<file path="config.mk">
export PLATFORM = sky130hd
export DESIGN_NAME = vtag_inserter
export DESIGN_NICKNAME = d
export VERILOG_FILES = /design/src/rtl/vtag_pkg.sv /design/src/rtl/vtag_hdr_path.sv /design/src/rtl/vtag_len_check.sv /design/src/rtl/vtag_inserter.sv
export SDC_FILE = /design/constraint.sdc
export NUM_CORES = 1
export LEC_CHECK = 0
export BUFFER_PORTS_ARGS = -buffer_cell sky130_fd_sc_hd__buf_4
export CAP_MARGIN = 20
export CORE_MARGIN = 5
export CORE_UTILIZATION = 45
export DETAILED_ROUTE_END_ITERATION = 7
export GPL_TIMING_DRIVEN = 0
export PLACE_DENSITY = 0.64
export SLEW_MARGIN = 20
export SYNTH_ARGS = -nofsm -noshare
export SYNTH_HDL_FRONTEND = slang
export SYNTH_SLANG_ARGS = --single-unit
</file>
<file path="constraint.sdc">
create_clock -name clk -period 5.95 [get_ports clk]
set_input_delay 0.8925 -clock clk [delete_from_list [all_inputs] [get_ports clk]]
set_output_delay 0.8925 -clock clk [all_outputs]
set_load 0.05 [all_outputs]
</file>
<file path="src/rtl/vtag_pkg.sv">
// Shared constants and types for the transmit tag inserter.
// Assumes byte-wide frames whose type field follows two 6-byte addresses.
package vtag_pkg;
    localparam int          TYPE_OFS  = 12;       // first byte of the type field
    localparam int          TAG_BYTES = 4;        // bytes added by one tag
    localparam logic [15:0] TPID      = 16'h8100; // tagged-frame type value

    // Position of the stream path within a frame
    typedef enum logic [2:0] {
        ST_HEAD,   // passing address bytes
        ST_B12,    // absorbing first type byte
        ST_B13,    // absorbing second type byte, deciding
        ST_TAG,    // emitting generated tag bytes
        ST_H0,     // emitting held first type byte
        ST_H1,     // emitting held second type byte
        ST_BODY    // passing payload bytes
    } vtag_state_e;
endpackage

</file>
<file path="src/rtl/vtag_hdr_path.sv">
// Stream path of the tag inserter. Passes address and payload bytes straight
// through, holds back the two type bytes, decides on insertion and emits
// the tag bytes while stalling the input. Assumes the upstream side keeps
// its byte stable while stalled.
module vtag_hdr_path
    import vtag_pkg::*;
(
    input  logic        clk,
    input  logic        rst_n,
    input  logic        in_valid,
    output logic        in_ready,
    input  logic [7:0]  in_data,
    input  logic        in_last,
    input  logic        in_tag_req,
    input  logic [15:0] in_tag,
    input  logic        in_jumbo,
    output logic        out_valid,
    input  logic        out_ready,
    output logic [7:0]  out_data,
    output logic        out_last,
    output logic        frame_tagged,
    output logic        frame_jumbo
);
    localparam int HIDX_W = $clog2(TYPE_OFS);

    vtag_state_e        state;
    logic [HIDX_W-1:0]  hidx;
    logic [1:0]         tidx;
    logic [7:0]         hold0, hold1;
    logic               h0_last, h1_last;
    logic               req_q, jumbo_q, tagged_q;
    logic [15:0]        tag_q;
    logic               first_beat;
    logic               in_fire, out_fire;
    logic               type_is_tpid;
    logic [7:0]         tag_byte;

    assign first_beat   = (state == ST_HEAD) && (hidx == '0);
    assign in_fire      = in_valid && in_ready;
    assign out_fire     = out_valid && out_ready;
    assign type_is_tpid = (hold0 == TPID[15:8]) && (in_data == TPID[7:0]);

    // Pick the generated tag byte for the current tag beat
    always_comb begin
        case (tidx)
            2'd0:    tag_byte = TPID[15:8];
            2'd1:    tag_byte = TPID[7:0];
            2'd2:    tag_byte = tag_q[15:8];
            default: tag_byte = tag_q[7:0];
        endcase
    end

    // Drive both handshakes and the output byte from the current state
    always_comb begin
        in_ready  = 1'b0;
        out_valid = 1'b0;
        out_data  = in_data;
        out_last  = in_last;
        case (state)
            ST_HEAD, ST_BODY: begin
                in_ready  = out_ready;
                out_valid = in_valid;
            end
            ST_B12, ST_B13: begin
                in_ready  = 1'b1;
            end
            ST_TAG: begin
                out_valid = 1'b1;
                out_data  = tag_byte;
                out_last  = 1'b0;
            end
            ST_H0: begin
                out_valid = 1'b1;
                out_data  = hold0;
                out_last  = h0_last;
            end
            ST_H1: begin
                out_valid = 1'b1;
                out_data  = hold1;
                out_last  = h1_last;
            end
            default: ;
        endcase
    end

    // Frame attributes seen by the length check (live on the first beat)
    assign frame_jumbo  = first_beat ? in_jumbo : jumbo_q;
    assign frame_tagged = first_beat ? 1'b0     : tagged_q;

    // Advance through the frame and capture per-frame controls and type bytes
    always_ff @(posedge clk) begin
        if (!rst_n) begin
            state    <= ST_HEAD;
            hidx     <= '0;
            tidx     <= '0;
            hold0    <= '0;
            hold1    <= '0;
            h0_last  <= 1'b0;
            h1_last  <= 1'b0;
            req_q    <= 1'b0;
            jumbo_q  <= 1'b0;
            tagged_q <= 1'b0;
            tag_q    <= '0;
        end else begin
            case (state)
                ST_HEAD: if (in_fire) begin
                    if (hidx == '0) begin
                        req_q    <= in_tag_req;
                        tag_q    <= in_tag;
                        jumbo_q  <= in_jumbo;
                        tagged_q <= 1'b0;
                    end
                    if (in_last) begin
                        hidx <= '0;
                    end else if (hidx == HIDX_W'(TYPE_OFS - 1)) begin
                        hidx  <= '0;
                        state <= ST_B12;
                    end else begin
                        hidx <= hidx + 1'b1;
                    end
                end
                ST_B12: if (in_valid) begin
                    hold0   <= in_data;
                    h0_last <= in_last;
                    state   <= in_last ? ST_H0 : ST_B13;
                end
                ST_B13: if (in_valid) begin
                    hold1    <= in_data;
                    h1_last  <= in_last;
                    tagged_q <= type_is_tpid || req_q;
                    tidx     <= '0;
                    state    <= (req_q && !type_is_tpid) ? ST_TAG : ST_H0;
                end
                ST_TAG: if (out_ready) begin
                    tidx <= tidx + 1'b1;
                    if (tidx == 2'd3) state <= ST_H0;
                end
                ST_H0: if (out_ready) begin
                    state <= h0_last ? ST_HEAD : ST_H1;
                end
                ST_H1: if (out_ready) begin
                    state <= h1_last ? ST_HEAD : ST_BODY;
                end
                ST_BODY: if (in_fire && in_last) begin
                    state <= ST_HEAD;
                end
                default: state <= ST_HEAD;
            endcase
        end
    end

    // Generated and held bytes stay put while the output is stalled
    p_gen_stable_r7: assert property (@(posedge clk) disable iff (!rst_n)
        ((state == ST_TAG || state == ST_H0 || state == ST_H1) && !out_ready)
        |=> (out_valid && $stable(out_data) && $stable(out_last)));

    // No input byte is taken while tag bytes are being emitted
    p_no_input_in_tag_r8: assert property (@(posedge clk) disable iff (!rst_n)
        (state == ST_TAG) |-> !in_fire);

    // Without a request the decision never leads into tag emission
    p_no_req_no_tag_r1: assert property (@(posedge clk) disable iff (!rst_n)
        (state == ST_B13 && in_valid && !req_q) |=> (state != ST_TAG));

    // Four tag beats, then the held type byte follows
    p_tag_then_type_r2: assert property (@(posedge clk) disable iff (!rst_n)
        (state == ST_TAG && tidx == 2'd3 && out_ready) |=> (state == ST_H0));
endmodule

</file>
<file path="src/rtl/vtag_len_check.sv">
// Output-side length check. Counts accepted output bytes of the current
// frame and flags the last byte when the frame exceeds its limit.
// Assumes frame_tagged and frame_jumbo are valid on every beat of a frame.
module vtag_len_check #(
    parameter int STD_MAX   = 1514,
    parameter int JUMBO_MAX = 9212,
    parameter int TAG_BYTES = 4
) (
    input  logic clk,
    input  logic rst_n,
    input  logic beat_valid,
    input  logic beat_ready,
    input  logic beat_last,
    input  logic frame_tagged,
    input  logic frame_jumbo,
    output logic too_long
);
    localparam int LIM_MAX = JUMBO_MAX + TAG_BYTES;
    localparam int CNT_W   = $clog2(LIM_MAX + 2);

    logic [CNT_W-1:0] cnt;
    logic [CNT_W:0]   next_len;
    logic [CNT_W:0]   limit;
    logic             beat_fire;

    assign beat_fire = beat_valid && beat_ready;
    assign next_len  = {1'b0, cnt} + 1'b1;

    // Select the limit for this frame's mode and tag state
    always_comb begin
        limit = frame_jumbo ? (CNT_W+1)'(JUMBO_MAX) : (CNT_W+1)'(STD_MAX);
        if (frame_tagged) limit = limit + (CNT_W+1)'(TAG_BYTES);
    end

    assign too_long = beat_valid && beat_last && (next_len > limit);

    // Count output bytes of the frame, saturating, cleared after the last one
    always_ff @(posedge clk) begin
        if (!rst_n) begin
            cnt <= '0;
        end else if (beat_fire) begin
            if (beat_last)      cnt <= '0;
            else if (cnt != '1) cnt <= cnt + 1'b1;
        end
    end

    // The count only moves on accepted beats
    p_cnt_hold_r5: assert property (@(posedge clk) disable iff (!rst_n)
        !beat_fire |=> $stable(cnt));

    // A new frame always starts counting from zero
    p_cnt_restart_r5: assert property (@(posedge clk) disable iff (!rst_n)
        (beat_fire && beat_last) |=> (cnt == '0));
endmodule

</file>
<file path="src/rtl/vtag_inserter.sv">
// Top of the transmit tag inserter: stream path followed by the output-side
// length check. Assumes a byte-wide valid/ready stream with a last marker.
module vtag_inserter #(
    parameter int STD_MAX   = 1514,
    parameter int JUMBO_MAX = 9212
) (
    input  logic        clk,
    input  logic        rst_n,
    input  logic        in_valid,
    output logic        in_ready,
    input  logic [7:0]  in_data,
    input  logic        in_last,
    input  logic        in_tag_req,
    input  logic [15:0] in_tag,
    input  logic        in_jumbo,
    output logic        out_valid,
    input  logic        out_ready,
    output logic [7:0]  out_data,
    output logic        out_last,
    output logic        out_too_long
);
    logic frame_tagged, frame_jumbo;

    // Stream path: hold type bytes, decide, insert tag
    vtag_hdr_path u_path (
        .clk          (clk),
        .rst_n        (rst_n),
        .in_valid     (in_valid),
        .in_ready     (in_ready),
        .in_data      (in_data),
        .in_last      (in_last),
        .in_tag_req   (in_tag_req),
        .in_tag       (in_tag),
        .in_jumbo     (in_jumbo),
        .out_valid    (out_valid),
        .out_ready    (out_ready),
        .out_data     (out_data),
        .out_last     (out_last),
        .frame_tagged (frame_tagged),
        .frame_jumbo  (frame_jumbo)
    );

    // Length check on the bytes actually emitted
    vtag_len_check #(
        .STD_MAX   (STD_MAX),
        .JUMBO_MAX (JUMBO_MAX),
        .TAG_BYTES (vtag_pkg::TAG_BYTES)
    ) u_len (
        .clk          (clk),
        .rst_n        (rst_n),
        .beat_valid   (out_valid),
        .beat_ready   (out_ready),
        .beat_last    (out_last),
        .frame_tagged (frame_tagged),
        .frame_jumbo  (frame_jumbo),
        .too_long     (out_too_long)
    );

    // The error flag appears only on a presented last byte
    p_err_on_last_r6: assert property (@(posedge clk) disable iff (!rst_n)
        out_too_long |-> (out_valid && out_last));
endmodule

</file>
==> reports/metrics.cfg, run 1 <==
[logic_synthesis]
async_flop_share=0
ys_seq_area_frac=0.307
synth_area_sq_um=3910
avgSynthCellArea_sq_um=7.98
synth-edff-count=0
yosys_warnings=0
ys_ff_latch=60
syn_inst=490
ys.flop_type=dfxtp_1
ys_types=62
synth_nets=535

[timing]
layout_setup_ws_ps=1510
relSlewSlack=0.619
fin_crit_ps=4440
post-route-period-util=0.746
tns_ps=0
finalMaxSlewViolations=0
grt_setup_unrepaired=no
tightestPinTransition_ps=572
max_freq_mhz=225
hold_violations=0
skew_ps=10.7
setup_viol=0

[power_and_ir_drop]
combPwrFrac=0.121
cellLeakagePower_nw=1.83
swShare=0.275
peakVddDrop_mv=0.153
p_switching_mw=0.238
seqPwrFrac=0.478
p_clk_frac=0.401
report.power.total_mw=0.866
internal_power_mw=0.627
powerDensity_nw_per_um2=191

[layout]
fin_nets=585
design_area_sq_um=4520
syn2layout_area_growth_pct=15.7
fillCellCount=835
drive_gt1_frac=0.160
diodes=0

[placement]
post-dp-hpwl_um=7820
gp_congestion=0.861
post_dp_cell_area_sq_um=4340
dp_slack_ps=1790
io_buffers=39

[clock_tree]
cts_tree=built
clk_pin_slew_ps=80
ctsHtreeMaxLevel=3
cts_sinks=60
cts_resized=0
clockRootBuffer=clkbuf_8
ctsHoldBuffers=0
clock_path_buffers=2
cts_inserted_buffers=9
worstSkewPairLatency_ps=340
postCtsSetupBuffers=0

[detailed_routing]
wl_per_cell_um=15.9
routed_wl_um=10400
first_iter_violations=187
route.vias.total=3676
via_per_inst=5.63
drtPass1Iterations=7
postRouteAntennaNets=0
drc=0

[setup_path]
r2r_end=u_len.cnt[12]$_SDFFE_PN0P_
cp_data_required_time_ps=5060
crit_path_end=out_too_long
worst_path_dominant_cell_family=compound AO/OA/AOI/OAI gates
start_kind=flip-flop
cp_num_buf_inv=3
startpoint=u_path.hidx[0]$_SDFFE_PN0P_
cp_cell_sequence=inv_1 > ha_1 > nor3b_2 > a21boi_1 > nor2_1 > a21o_1 > inv_1 > ha_1 > nand4_1 > a21oi_1 > a2111oi_1 > o211ai_1 > a211oi_1 > a211oi_2 > buf_4
critPathSlowestCell=nor3b_2
crit_path_end_kind=output pin
path_depth=15
r2r_slack_ps=3710
cp_max_fo=5
slowest_delay_ps=390
cp.arrival_ps=3550
critPathKind=reg2out
r2r_cells=9
r2r-start=u_len.cnt[0]$_SDFFE_PN0P_

[grt]
antenna_found_initial=0
gr-total-overflow=0
track_usage=0.202
grt_pass1_vias=3554
grt_max_degree=12
grt_pass1_wl_um=17100

[die]
die_h_um=103
start_util=0.455
core.rowCount=34
die_area_sq_um=10700
io_pins=43
die_x_um=103
core_sq_um=8590

[worst_hold_path]
hold_path_class=reg2reg

[status]
status=complete, no violations

[run]
maxCapViolations=0

-- metrics by stage --
| step | cells | util | hold WS, ps |
|---|---|---|---|
| 2_1_floorplan | 490 | - | 440 |
| 3_3_place_gp | 637 | 0.505 | 451 |
| 3_5_place_dp | 637 | 0.505 | 455 |
| 4_1_cts | 653 | 0.527 | 464 |
| 5_1_grt | 653 | 0.527 | 492 |
| 6_report | 653 | 0.527 | 463 |
-- layer usage --
layer  share of wire  vias to the layer above  GRT usage
met5               0                        -          0
met3           0.052                       19     0.0456
met2            0.46                       96      0.327
met1            0.46                     1728      0.267
met4           0.023                        0     0.0697
li1                -                     1833          -
-- registers in the layout (all words and copies together), names as in the netlist --
| name | cells |
|---|---|
| u_path.tag_q | 16 |
| u_len.cnt | 14 |
| u_path.hold0 | 8 |
| u_path.hold1 | 8 |
| u_path.hidx | 4 |
| u_path.state | 3 |
| u_path.tidx | 2 |
| u_path.h0_last | 1 |
| u_path.h1_last | 1 |
| u_path.jumbo_q | 1 |
| u_path.req_q | 1 |
| u_path.tagged_q | 1 |
-- cell usage in the layout, fill, tap and decap left out, drive strengths merged, types with 4 or more instances in the layout --
master,instances
a21oi,35
nand2,71
nand3b,8
inv,15
nand3,23
buf,54
nor2,24
nor3,6
nand4,6
o211ai,5
nor4,4
ha,14
o22ai,10
clkbuf,30
mux2i,20
nor2b,26
xnor2,9
a21boi,37
a21o,5
dfxtp,60
o21ai,30
and3,7
-- synthesized netlist by cell type, types with 5 or more instances --
library cell / count / area [sq um]
o21ai_0: 29 / 145
nand2_1: 71 / 267
a21boi_0: 23 / 173
nand3_1: 22 / 110
o22ai_1: 10 / 62.6
a21boi_1: 14 / 105
nand3b_1: 8 / 60.1
a21oi_1: 33 / 165
nand4_1: 5 / 31.3
mux2i_1: 20 / 200
clkbuf_1: 19 / 71.3
nor2_1: 24 / 90.1
inv_1: 14 / 52.6
dfxtp_1: 60 / 1200
buf_2: 6 / 30.0
ha_1: 14 / 175
nor2b_1: 26 / 163
and3_1: 6 / 37.5
xnor2_1: 9 / 78.8
-- worst min path at each step --
stage / from / end / slack (ps) / cells after the start
floorplan: u_path.hold1[1]$_SDFFE_PN0P_ / u_path.hold1[1]$_SDFFE_PN0P_ / 440 / 2
global placement: u_path.hold1[6]$_SDFFE_PN0P_ / u_path.hold1[6]$_SDFFE_PN0P_ / 450 / 2
detailed placement: u_path.hold1[2]$_SDFFE_PN0P_ / u_path.hold1[2]$_SDFFE_PN0P_ / 450 / 2
CTS: u_path.hold1[2]$_SDFFE_PN0P_ / u_path.hold1[2]$_SDFFE_PN0P_ / 460 / 2
global route: u_path.hold1[0]$_SDFFE_PN0P_ / u_path.hold1[0]$_SDFFE_PN0P_ / 490 / 2
finish: u_path.hold1[2]$_SDFFE_PN0P_ / u_path.hold1[2]$_SDFFE_PN0P_ / 460 / 2
-- power by group through the flow --
stage	Sequential, mW	Clock [mW]	Combinational [mW]
6_report	0.414	0.347	0.105
5_1_grt	0.415	0.370	0.114
4_1_cts	0.414	0.352	0.105
3_5_place_dp	0.423	0	0.105
3_3_place_gp	0.423	0	0.103
2_1_floorplan	0.422	0	0.0664
-- worst min-delay path: cells and delay by family, from the launching register on --
family           cells  cell delay, ps
AO/OA/AOI/OAI        1              60
AND/OR/NAND/NOR      1              50
flip-flops           1             310
-- area by class of cell --
| class | count | area [sq um] | area share |
|---|---|---|---|
| sequential | 60 | 1200 | 0.265 |
| clock inverter | 5 | 36.3 | 0.00802 |
| inverter | 15 | 56.3 | 0.0124 |
| clock buffer | 11 | 151 | 0.0335 |
| buffer | 34 | 180 | 0.0398 |
| tap | 108 | 135 | 0.0299 |
| timing repair buffer | 39 | 293 | 0.0647 |
| multi-input combinational | 381 | 2470 | 0.546 |
-- logic make-up after synthesis --
group / count (synthesis) / synth area share
compound gates: 137 / 0.233
xor+xnor: 14 / 0.0387
fa+ha+maj: 14 / 0.0448
buf+inv: 49 / 0.0605
flops: 60 / 0.307
mux: 20 / 0.0512
simple gates: 196 / 0.264
Power figures use the tool's default switching activity.
==> run 2, diff against run 1 <==
==> constraint.sdc (replaced) <==
create_clock -name clk -period 4.2 [get_ports clk]
set_input_delay 0.63 -clock clk [delete_from_list [all_inputs] [get_ports clk]]
set_output_delay 0.63 -clock clk [all_outputs]
set_load 0.05 [all_outputs]
==> reports/metrics.cfg, run 2 (synthesis results as in run 1) <==
[timing]
fin_crit_ps=3970
skew_ps=10.2  ; was 10.7 ps
finalMaxSlewViolations=0  ; unchanged
hold_violations=0  ; unchanged
whs_ps=463  ; about the same
relSlewSlack=0.634  ; was 0.619
setup_viol=0  ; unchanged
tns_ps=0  ; unchanged
post-route-period-util=0.946
max_freq_mhz=252
tightestPinTransition_ps=550  ; was 572 ps
grt_setup_unrepaired=no  ; unchanged

[grt]
track_usage=0.202  ; unchanged
grt_pass1_vias=3553  ; was 3554
grt_pass1_wl_um=17100  ; about the same
gr-total-overflow=0  ; unchanged
grt_max_degree=12  ; unchanged
antenna_found_initial=0  ; unchanged

[layout]
fin_nets=587  ; was 585
top_register=u_path.tag_q  ; unchanged
fillCellCount=834  ; was 835
final_common_cell=nand2_1  ; unchanged
syn2layout_area_growth_pct=16.5  ; was 15.7%
drive_gt1_frac=0.168  ; was 0.160
final_util=0.530  ; was 0.527
design_area_sq_um=4550  ; was 4520 sq um
layout_common_cells=nand2_1 (71), dfxtp_1 (59), buf_4 (45), a21oi_1 (33), o21ai_0 (29)  ; was nand2_1 (71), dfxtp_1 (60), buf_4 (43), a21oi_1 (33), o21ai_0 (29)
instances_no_fill=655  ; was 653
diodes=0  ; unchanged
largestRegisters=u_path.tag_q: 16 flops, u_len.cnt: 14 flops  ; unchanged
largest_register_ffs=16  ; unchanged

[power_and_ir_drop]
p_clk_frac=0.400  ; was 0.401
powerDensity_nw_per_um2=270  ; was 191 nW/um^2
swShare=0.275  ; about the same
seqPwrFrac=0.477  ; was 0.478
peakVddDrop_mv=0.218  ; was 0.153 mV
combPwrFrac=0.123  ; was 0.121
p_switching_mw=0.339  ; was 0.238 mW
internal_power_mw=0.891  ; was 0.627 mW
cellLeakagePower_nw=1.84  ; was 1.83 nW

[worst_hold_path]
hold_path_class=reg2reg  ; unchanged

[placement]
io_buffers=39  ; unchanged
post-dp-hpwl_um=7820  ; unchanged
post_dp_cell_area_sq_um=4340  ; unchanged
placed_cells=637  ; unchanged
gp_congestion=0.861  ; unchanged

[die]
die_area_sq_um=10700  ; unchanged
die_h_um=103  ; unchanged
core_sq_um=8590  ; unchanged
core.rowCount=34  ; unchanged
io_pins=43  ; unchanged
start_util=0.455  ; unchanged
die_x_um=103  ; unchanged

[setup_path]
cp_cell_sequence=inv_1 > ha_1 > nor3b_4 > and3_1 > nor2_2 > a21o_1 > inv_1 > ha_1 > nand4_1 > a21oi_1 > a2111oi_1 > o211ai_1 > a211oi_2 > a211oi_2 > buf_4  ; was inv_1 > ha_1 > nor3b_2 > a21boi_1 > nor2_1 > a21o_1 > inv_1 > ha_1 > nand4_1 > a21oi_1 > a2111oi_1 > o211ai_1 > a211oi_1 > a211oi_2 > buf_4
cp_max_fo=5  ; unchanged
cp.arrival_ps=3340  ; was 3550 ps
r2r_slack_ps=1960  ; was 3710 ps
slowest_delay_ps=380  ; was 390 ps
cp_data_required_time_ps=3570  ; was 5060 ps
crit_path_end_kind=output pin  ; unchanged
critPathSlowestCell=a2111oi_1  ; was nor3b_2
critPathKind=reg2out  ; unchanged
start_kind=flip-flop  ; unchanged

[detailed_routing]
first_iter_violations=160  ; was 187
drtPass1Iterations=4  ; was 7
route.vias.total=3674  ; was 3676
routed_wl_um=10400  ; about the same
drc=0  ; unchanged
wl_per_cell_um=15.9  ; about the same
postRouteAntennaNets=0  ; unchanged
via_per_inst=5.61  ; was 5.63

[run]
maxCapViolations=0  ; unchanged

[clock_tree]
clockRootBuffer=clkbuf_8  ; unchanged
clock_path_buffers=2  ; unchanged
cts_sinks=60  ; unchanged
worstSkewPairLatency_ps=340  ; about the same
clk_pin_slew_ps=80  ; about the same
cts_inserted_buffers=9  ; unchanged
ctsHtreeMaxLevel=3  ; unchanged
cts_tree=built  ; unchanged

[status]
status=complete, no violations  ; unchanged

## run 2: changes by cell type in the layout (fill, tap and decap cells not counted)
cell	change
dfxtp_1	-1
nor3b_4	+1
nor2_2	+1
nor3b_2	-1
a211oi_1	-1
nor2_1	-1
dfxtp_2	+1
buf_4	+2
a211oi_2	+1
## run 2: area by class of cell
cell class / instances / area [sq um] / share of cell area
multi-input cells: 381 / 2480 / 0.546
flip-flops and latches: 60 / 1200 / 0.264
repair buffers: 41 / 308 / 0.0676
plain buffers: 34 / 180 / 0.0396
clock buffers: 11 / 151 / 0.0332
well taps: 108 / 135 / 0.0297
inverters: 15 / 56.3 / 0.0124
clock inverters: 5 / 36.3 / 0.00797
## run 2: what timing repair did
item	in CTS	in global routing
resized for setup	1	3
hold buffers	0	0
endpoints found under the setup margin	1	1
buffers inserted	0	2
pin swaps	0	0
## run 2: through the flow
step | power, mW | setup WS (ps)
6_report | 1.23 | 225
5_1_grt | 1.28 | 21.9
4_1_cts | 1.23 | 24.1
3_5_place_dp | 0.748 | 341
3_3_place_gp | 0.746 | 375
2_1_floorplan | 0.691 | 653
## run 2: power groups by stage
stage               Combinational [mW]  Sequential (mW)  Clock (mW)
global route                     0.164            0.588       0.525
finish                           0.151            0.587       0.492
global placement                 0.146            0.599           0
CTS                              0.150            0.587       0.499
floorplan                       0.0940            0.597           0
detailed placement               0.149            0.600           0
## run 2: final timing paths
| kind | start | to | cells past startpoint |
|---|---|---|---|
| worst max-delay path | u_path.hidx[0]$_SDFFE_PN0P_ | out_too_long | 15 |
| worst min-delay path | u_path.hold1[3]$_SDFFE_PN0P_ | u_path.hold1[3]$_SDFFE_PN0P_ | 2 |
| worst max register to register | u_len.cnt[0]$_SDFFE_PN0P_ | u_len.cnt[12]$_SDFFE_PN0P_ | 9 |
| worst min register to register | u_path.hold1[3]$_SDFFE_PN0P_ | u_path.hold1[3]$_SDFFE_PN0P_ | 2 |
## run 2: critical path: cells and delay by family, from the launching register on
family | cells | cell delay (ps)
AO/OA/AOI/OAI | 6 | 1140
AND/OR/NAND/NOR | 4 | 670
adder cells (fa/ha/maj) | 2 | 510
flip-flops | 1 | 370
buffers and inverters | 3 | 300
## run 2: routing by layer
layer,vias up,global-route usage,routed length (um)
li1,1836,-,-
met1,1735,0.267,4890
met2,86,0.326,4790
met3,17,0.0456,483
met4,0,0.0697,229
met5,-,0,0
